--- config.mk ---
export PLATFORM = sky130hd
export DESIGN_NAME = rxring_engine
export DESIGN_NICKNAME = d
export VERILOG_FILES = /design/src/rtl/rxring_pkg.sv /design/src/rtl/rxring_store.sv /design/src/rtl/rxring_ctrl.sv /design/src/rtl/rxring_engine.sv
export SDC_FILE = /design/constraint.sdc
export NUM_CORES = 1
export LEC_CHECK = 0
export ABC_CLOCK_PERIOD_IN_PS = 6400
export BUFFER_PORTS_ARGS = -buffer_cell sky130_fd_sc_hd__buf_2
export CAP_MARGIN = 20
export CELL_PAD_IN_SITES_DETAIL_PLACEMENT = 0
export CELL_PAD_IN_SITES_GLOBAL_PLACEMENT = 1
export CORE_UTILIZATION = 51
export DETAILED_ROUTE_END_ITERATION = 8
export PLACE_DENSITY_LB_ADDON = 0.1
export SYNTH_ARGS = -nofsm -noshare
export SYNTH_HDL_FRONTEND = slang
export SYNTH_HIERARCHICAL = 1
export SYNTH_SLANG_ARGS = --single-unit
--- constraint.sdc ---
create_clock -name clk -period 6.4 [get_ports clk]
set_clock_uncertainty 0.2 [all_clocks]
set_input_delay 1.28 -clock clk [delete_from_list [all_inputs] [get_ports clk]]
set_output_delay 1.28 -clock clk [all_outputs]
set_load 0.05 [all_outputs]
--- src/rtl/rxring_pkg.sv ---
package rxring_pkg;
  localparam int STAT_W   = 16;
  localparam int CNT_W    = 16;
  localparam int PTR_W    = 32;
  localparam int ST_FREE  = 15;
  localparam int ST_END   = 13;
  localparam int ST_LAST  = 11;
  localparam int ST_BAD   = 0;
  localparam int ACT_BIT  = 24;

  typedef struct packed {
    logic [STAT_W-1:0] status;
    logic [CNT_W-1:0]  count;
    logic [PTR_W-1:0]  ptr;
  } rxdesc_t;
endpackage

--- src/rtl/rxring_store.sv ---
module rxring_store
  import rxring_pkg::*;
#(
  parameter int DEPTH = 8,
  parameter int IDX_W = $clog2(DEPTH)
) (
  input  logic                 clk,
  input  logic                 rst_n,
  input  logic                 host_we,
  input  logic [IDX_W:0]       host_addr,
  input  logic [31:0]          host_wdata,
  output logic [31:0]          host_rdata,
  input  logic [IDX_W-1:0]     rd_idx,
  output rxdesc_t              rd_desc,
  input  logic                 eng_we,
  input  logic [IDX_W-1:0]     eng_idx,
  input  logic [STAT_W-1:0]    eng_status,
  input  logic [CNT_W-1:0]     eng_count
);
  rxdesc_t                 ent [DEPTH];
  logic [IDX_W-1:0]        host_idx;
  rxdesc_t                 host_ent;

  assign host_idx = host_addr[IDX_W:1];

  for (genvar g = 0; g < DEPTH; g++) begin : g_ent
    rxdesc_t q;
    logic    eng_hit;
    logic    host_hit;
    assign eng_hit  = eng_we  && (eng_idx  == IDX_W'(g));
    assign host_hit = host_we && (host_idx == IDX_W'(g));
    always_ff @(posedge clk or negedge rst_n) begin
      if (!rst_n) begin
        q <= '0;
      end else if (eng_hit) begin
        q.status <= eng_status;
        q.count  <= eng_count;
      end else if (host_hit) begin
        if (host_addr[0]) q.ptr <= host_wdata;
        else              {q.status, q.count} <= host_wdata;
      end
    end
    assign ent[g] = q;
  end

  assign rd_desc    = ent[rd_idx];
  assign host_ent   = ent[host_idx];
  assign host_rdata = host_addr[0] ? host_ent.ptr : {host_ent.status, host_ent.count};
endmodule

--- src/rtl/rxring_ctrl.sv ---
module rxring_ctrl
  import rxring_pkg::*;
#(
  parameter int DEPTH = 8,
  parameter int IDX_W = $clog2(DEPTH)
) (
  input  logic               clk,
  input  logic               rst_n,
  input  logic [IDX_W-1:0]   cfg_ring_start,
  input  logic [CNT_W-1:0]   cfg_buf_size,
  input  logic               act_wr,
  input  logic [31:0]        act_data,
  input  logic               in_valid,
  input  logic [7:0]         in_data,
  input  logic               in_sof,
  input  logic               in_eof,
  input  logic               in_err,
  input  rxdesc_t            cur_desc,
  output logic [IDX_W-1:0]   cur_idx,
  output logic               eng_we,
  output logic [STAT_W-1:0]  eng_status,
  output logic [CNT_W-1:0]   eng_count,
  output logic               buf_we,
  output logic [PTR_W-1:0]   buf_addr,
  output logic [7:0]         buf_wdata,
  output logic               evt_frame,
  output logic               evt_buf,
  output logic               evt_overflow,
  output logic               active_o
);
  logic             active_q, active_d;
  logic             started_q, started_d;
  logic [IDX_W-1:0] idx_q, idx_d;
  logic [CNT_W-1:0] cnt_q, cnt_d;
  logic             open_q, open_d;
  logic             bad_q, bad_d;
  logic             fev_q, fev_d;
  logic             bev_q, bev_d;
  logic             ovf_q, ovf_d;

  logic             act_hit, owns, take, drop, close, frame_bad;
  logic [CNT_W-1:0] cnt_use, fill;
  logic [IDX_W-1:0] idx_next;

  always_comb begin
    act_hit   = act_wr && act_data[ACT_BIT];
    owns      = active_q && cur_desc.status[ST_FREE];
    take      = in_valid && owns && (open_q || in_sof);
    drop      = in_valid && !owns;
    cnt_use   = in_sof ? '0 : cnt_q;
    fill      = cnt_use + 1'b1;
    close     = take && (in_eof || (fill == cfg_buf_size));
    frame_bad = in_err || (bad_q && !in_sof);
    idx_next  = cur_desc.status[ST_END] ? cfg_ring_start : idx_q + 1'b1;

    eng_we               = close;
    eng_count            = fill;
    eng_status           = cur_desc.status;
    eng_status[ST_FREE]  = 1'b0;
    eng_status[ST_LAST]  = in_eof;
    eng_status[ST_BAD]   = in_eof && frame_bad;

    buf_we    = take;
    buf_addr  = cur_desc.ptr + PTR_W'(cnt_use);
    buf_wdata = in_data;
  end

  always_comb begin
    active_d  = active_q;
    started_d = started_q;
    idx_d     = idx_q;
    cnt_d     = cnt_q;
    open_d    = open_q;
    bad_d     = bad_q;
    ovf_d     = ovf_q;
    if (active_q && !cur_desc.status[ST_FREE]) active_d = 1'b0;
    if (take) begin
      cnt_d  = close ? '0 : fill;
      open_d = !in_eof;
      bad_d  = in_eof ? 1'b0 : frame_bad;
    end else if (drop) begin
      open_d = 1'b0;
      bad_d  = 1'b0;
    end
    if (close) idx_d = idx_next;
    if (drop)  ovf_d = 1'b1;
    if (act_hit) begin
      active_d = 1'b1;
      ovf_d    = 1'b0;
      if (!started_q) begin
        started_d = 1'b1;
        idx_d     = cfg_ring_start;
      end
    end
    fev_d = close && in_eof;
    bev_d = close && !in_eof;
  end

  always_ff @(posedge clk or negedge rst_n) begin
    if (!rst_n) begin
      active_q  <= 1'b0;
      started_q <= 1'b0;
      idx_q     <= '0;
      cnt_q     <= '0;
      open_q    <= 1'b0;
      bad_q     <= 1'b0;
      fev_q     <= 1'b0;
      bev_q     <= 1'b0;
      ovf_q     <= 1'b0;
    end else begin
      active_q  <= active_d;
      started_q <= started_d;
      idx_q     <= idx_d;
      cnt_q     <= cnt_d;
      open_q    <= open_d;
      bad_q     <= bad_d;
      fev_q     <= fev_d;
      bev_q     <= bev_d;
      ovf_q     <= ovf_d;
    end
  end

  assign cur_idx      = idx_q;
  assign evt_frame    = fev_q;
  assign evt_buf      = bev_q;
  assign evt_overflow = ovf_q;
  assign active_o     = active_q;
endmodule

--- src/rtl/rxring_engine.sv ---
module rxring_engine
  import rxring_pkg::*;
#(
  parameter int DEPTH = 8,
  parameter int IDX_W = $clog2(DEPTH)
) (
  input  logic               clk,
  input  logic               rst_n,
  input  logic [IDX_W-1:0]   cfg_ring_start,
  input  logic [15:0]        cfg_buf_size,
  input  logic               act_wr,
  input  logic [31:0]        act_data,
  input  logic               host_we,
  input  logic [IDX_W:0]     host_addr,
  input  logic [31:0]        host_wdata,
  output logic [31:0]        host_rdata,
  input  logic               in_valid,
  input  logic [7:0]         in_data,
  input  logic               in_sof,
  input  logic               in_eof,
  input  logic               in_err,
  output logic               buf_we,
  output logic [31:0]        buf_addr,
  output logic [7:0]         buf_wdata,
  output logic               evt_frame,
  output logic               evt_buf,
  output logic               evt_overflow,
  output logic               active_o
);
  rxdesc_t             cur_desc;
  logic [IDX_W-1:0]    cur_idx;
  logic                eng_we;
  logic [STAT_W-1:0]   eng_status;
  logic [CNT_W-1:0]    eng_count;

  rxring_store #(.DEPTH(DEPTH), .IDX_W(IDX_W)) u_store (
    .clk        (clk),
    .rst_n      (rst_n),
    .host_we    (host_we),
    .host_addr  (host_addr),
    .host_wdata (host_wdata),
    .host_rdata (host_rdata),
    .rd_idx     (cur_idx),
    .rd_desc    (cur_desc),
    .eng_we     (eng_we),
    .eng_idx    (cur_idx),
    .eng_status (eng_status),
    .eng_count  (eng_count)
  );

  rxring_ctrl #(.DEPTH(DEPTH), .IDX_W(IDX_W)) u_ctrl (
    .clk            (clk),
    .rst_n          (rst_n),
    .cfg_ring_start (cfg_ring_start),
    .cfg_buf_size   (cfg_buf_size),
    .act_wr         (act_wr),
    .act_data       (act_data),
    .in_valid       (in_valid),
    .in_data        (in_data),
    .in_sof         (in_sof),
    .in_eof         (in_eof),
    .in_err         (in_err),
    .cur_desc       (cur_desc),
    .cur_idx        (cur_idx),
    .eng_we         (eng_we),
    .eng_status     (eng_status),
    .eng_count      (eng_count),
    .buf_we         (buf_we),
    .buf_addr       (buf_addr),
    .buf_wdata      (buf_wdata),
    .evt_frame      (evt_frame),
    .evt_buf        (evt_buf),
    .evt_overflow   (evt_overflow),
    .active_o       (active_o)
  );
endmodule

# == Word level (Yosys, flattened, before mapping) ==
# Cells that the tools add are included.
# W data, S select, Z words.
# totals
in_bits,103
reg_bits,538
wordCells,180
out_inout_bits,77
# op_classes
mux,46
n_lt_le_gt_ge,2
n_reduce_logical,63
eq_ne,23
bitwise,10
n_addsub,3
# op_table
operator,count
$mux W64,12
$mux W32,18
$bmux W64 S3,2
$add A32 B16 Y32,1
$mux W16,2
$logic_and A1 B1 Y1,27
$eq A3 B3 Y1 const B,8
$reduce_and A3 Y1,8
$reduce_bool A2 Y1,11
$add A16 B1 Y16 const B,1
$eq A16 B16 Y1,1
$ne A2 B1 Y1 const B,8
$reduce_and A2 Y1,8
$eq A3 B2 Y1 const B,4
$mux W3,4
$ge A4 B4 Y1 const B,2
$mux W1,8
$not A1 Y1,8
$not A3 Y4,2
$eq A3 B1 Y1 const B,2
$logic_not A3 Y1,2
$logic_not A1 Y1,4
$add A3 B1 Y3 const B,1
$logic_or A1 B1 Y1,3

# == Longest topological paths before layout ==
# depth
depth_word,11
mapped_depth,20
mapped_depth_nobuf,12

# == Modules after synthesis ==
# The synthesis kept the hierarchy.
# modules_own_cells
module,area_each_um2,cells_per_inst,seq_area_each_um2,n_inst
rxring_store,29990.0,2256,12812.3,1
rxring_ctrl,3166.8,393,650.6,1

# == Worst setup path after synthesis ==
# OpenSTA, ideal clock, no wires.
# synth_timing
path_kind,input port to output port
startpoint,input in_sof
endpoint,output buf_addr[21]
required_time_ps,4920
path_stages,13
setup_slack_ps,-89
t_arrival_ps,5009
n_path_buf,3
path_cell_list,buf_2 -> clkbuf_1 -> buf_1 -> nor2b_1 -> ha_1 -> a21oi_1 -> o211ai_1 -> o41a_1 -> a2111oi_0 -> or4b_2 -> a21oi_1 -> nand4_1 -> xnor2_1
# synth_via
elab_chain_len,2
# synth_lines
element,line_no,text
from (decl),rxring_engine.sv:19,"input logic in_sof,"
$mux W16,rxring_ctrl.sv:50,cnt_use = in_sof ? '0 : cnt_q;
$add A32 B16 Y32,rxring_ctrl.sv:64,buf_addr = cur_desc.ptr + PTR_W'(cnt_use);
to (decl),rxring_engine.sv:23,"output logic [31:0] buf_addr,"
# No other way between the ends.

==> impl_metrics.yaml <==
run_status:
  status: "complete, no violations"
setup_path:
  cpMostUsedCell: "buf_12"
  crit_type: "flop to primary output"
  path_delay_family: "compound AO/OA/AOI/OAI gates"
  crit_path_start_kind: "flop"
  crit_buf_inv: 3
  rrSetupSlack_ns: 1.25
  cpPeakStageDelay_ns: 0.58
  end_kind: "primary output"
  slowest_stage: "or4b_4"
  cp.arrival_ns: 4.80
  cp.depth: 14
  timing.rr.start: "u_ctrl/cnt_q[0]"
  rr_endpoint: "u_store/ent[459]"
  crit_required_ns: 4.92
  worstPathCellList: "buf_12, mux4_2, mux2_2, ha_4, nand3_1, o211ai_1, o41a_1, a2111oi_2, or4b_4, a21oi_4, buf_12, nand3_1, xnor2_2, buf_12"
  critPathMaxFanout: 9
  rr_worst_depth: 15
placement:
  hpwl_mm: 63.7
  placedCellCount: 3376
  placed_cell_area_um2: 33800
  gp_congestion: 0.862
  numPortBuffers: 132
cells_and_area:
  fin_util_pct: 58.6
  final_cell_mix: "dfrtp_1 (535), mux2_2 (469), mux4_2 (220)"
  layout.cells.most_common: "dfrtp_1"
  nNetsFinal: 2738
  syn_to_final_growth_pct: 13.1
  layout-drive-gt1-share_pct: 43.6
  layoutNonFillerInstCount: 3508
  final_area_um2: 36300
clock_tree:
  clk_pin_slew_ns: 0.06
  clk_path_buf_depth: 3
  clk_root_buffer_cell: "clkbuf_16"
  postCtsHoldBufs: 0
  clock_sinks: 538
  cts_tree: "built"
  cts_made_buffers: 61
  clk_latency_ns: 0.66
  h-tree-depth: 2
grt:
  grt_use_total_pct: 33.4
  grt-ovfl-total: 0
  grt_pass1_vias: 24200
  grt_max_degree: 146
  grt_pass1_wl_mm: 158
  antenna_found_initial: 3
power_and_ir_drop:
  switching_share_pct: 35.7
  power_frac_seq_pct: 34.9
  p_sw_w: 0.00516
  power_frac_clock_pct: 25.9
  ir_drop_mv: 0.376
  comb_power_share_pct: 39.2
  p_int_w: 0.00929
  p_per_area_nw_per_um2: 398
  p_leak_nw: 15.2
detailed_routing:
  routed-wl-met3_mm: 8.42
  drtIter0Drc: 2315
  vias: 23700
  highest_layer: "met5"
  ant_nets: 0
  detail_route.wl_per_cell_um: 30.0
  met2_length_mm: 49.9
  wirelength_mm: 105
  wl_met1_mm: 42.8
  dr.pass1.iters: 6
  drt-vias-per-instance: 6.75
  drc: 0
worst_hold_path:
  hold_end: "u_ctrl/bad_q"
  worstHoldStart: "u_ctrl/bad_q"
  hp-class: "flop to flop"
  holdPathStages: 2
synthesis:
  syn_inst: 2590
  yosysWarningCount: 6
  synth_area_um2: 32100
  synth_nets: 2710
  syn_area_per_cell_um2: 12.4
floorplan:
  io_pins: 180
  fp.dieH_um: 253
  coreArea_um2: 61900
  die-area_um2: 64000
  rows: 91
  die_w_um: 253
  start_util_pct: 51.9
sta:
  rsz0062_at_grt: "false"
  worst_pin_slew_ns: 1.14
  slew_headroom_pct: 24.0
  setup_viol: 0
  max_freq_ghz: 0.159
  finalHoldViolations: 0
  final.period_utilization_pct: 98.1
  finalMaxSlewViolations: 0
  period_minus_slack_ns: 6.28
  fin_tns_setup_ns: 0
run:
  maxCapViolCount: 0
[power by group through the flow]
stage	Clock, W	Sequential (W)	Combinational [W]
floorplan	0	0.00484	0.00432
global placement	0	0.00506	0.00533
detailed placement	0	0.00514	0.00543
CTS	0.00380	0.00502	0.00561
global route	0.00395	0.00516	0.00602
finish	0.00374	0.00504	0.00567
[state kept, by name (all words and copies together) (netlist names)]
signal,cells
u_ctrl/active_o,1
u_ctrl/bad_q,1
u_ctrl/cnt_q,16
u_ctrl/cur_idx,3
u_ctrl/evt_buf,1
u_ctrl/evt_frame,1
u_ctrl/evt_overflow,1
u_ctrl/open_q,1
u_ctrl/started_q,1
u_store/ent,512
[per-layer routing]
| metal | global-route usage [%] | vias to the layer above |
|---|---|---|
| li1 | - | 9868 |
| met1 | 44.9 | 12400 |
| met2 | 53.0 | 1135 |
| met3 | 7.03 | 253 |
| met4 | 13.4 | 2 |
| met5 | 0 | - |
[worst max-delay path by stage]
stage                      start           end  slack (ns)
2_1_floorplan             in_sof  buf_addr[21]        0.18
6_report       u_ctrl/cur_idx[0]  buf_addr[31]        0.12
4_1_cts        u_ctrl/cur_idx[0]  buf_addr[21]        0.01
5_1_grt        u_ctrl/cur_idx[0]  buf_addr[31]        0.01
3_3_place_gp              in_sof  buf_addr[31]        0.03
3_5_place_dp              in_sof  buf_addr[31]       0.008
[through the flow]
stage | worst slack (ns) | power, W | hold slack [ns]
6_report | 0.122 | 0.0145 | 0.290
2_1_floorplan | 0.184 | 0.00917 | 0.247
5_1_grt | 0.00983 | 0.0151 | 0.315
3_5_place_dp | 0.00841 | 0.0106 | 0.277
3_3_place_gp | 0.0327 | 0.0104 | 0.265
4_1_cts | 0.00966 | 0.0144 | 0.290
[worst reg2reg max path: stages (launching register included)]
cell and delay, ns:
dfrtp_1 0.46, nor2b_1 0.24, buf_4 0.19, ha_1 0.18
nand3_1 0.09, mux2i_1 0.30, xnor2_1 0.13, or4_1 0.53
or4_4 0.53, o31a_1 0.27, nor2_1 0.10, buf_4 0.17
or4b_2 0.61, or3b_4 0.43, buf_12 0.26, mux2_4 0.37
[area by class of cell]
cell class	instances	area [µm²]
clock inverter	18	279
sequential	538	13500
inverter	13	48.8
tap	837	1050
clock buffer	97	1870
antenna	1	2.50
multi-input combinational	1756	17600
fill	5039	25600
timing repair buffer	248	1950
[repair_timing]
item,in CTS,in global routing
resized for setup,12,16
hold endpoints to repair,0,0
gates cloned,0,0
pin swaps,4,8
buffers inserted,8,7
setup endpoints to repair,18,18
Power figures use the tool's default switching activity.
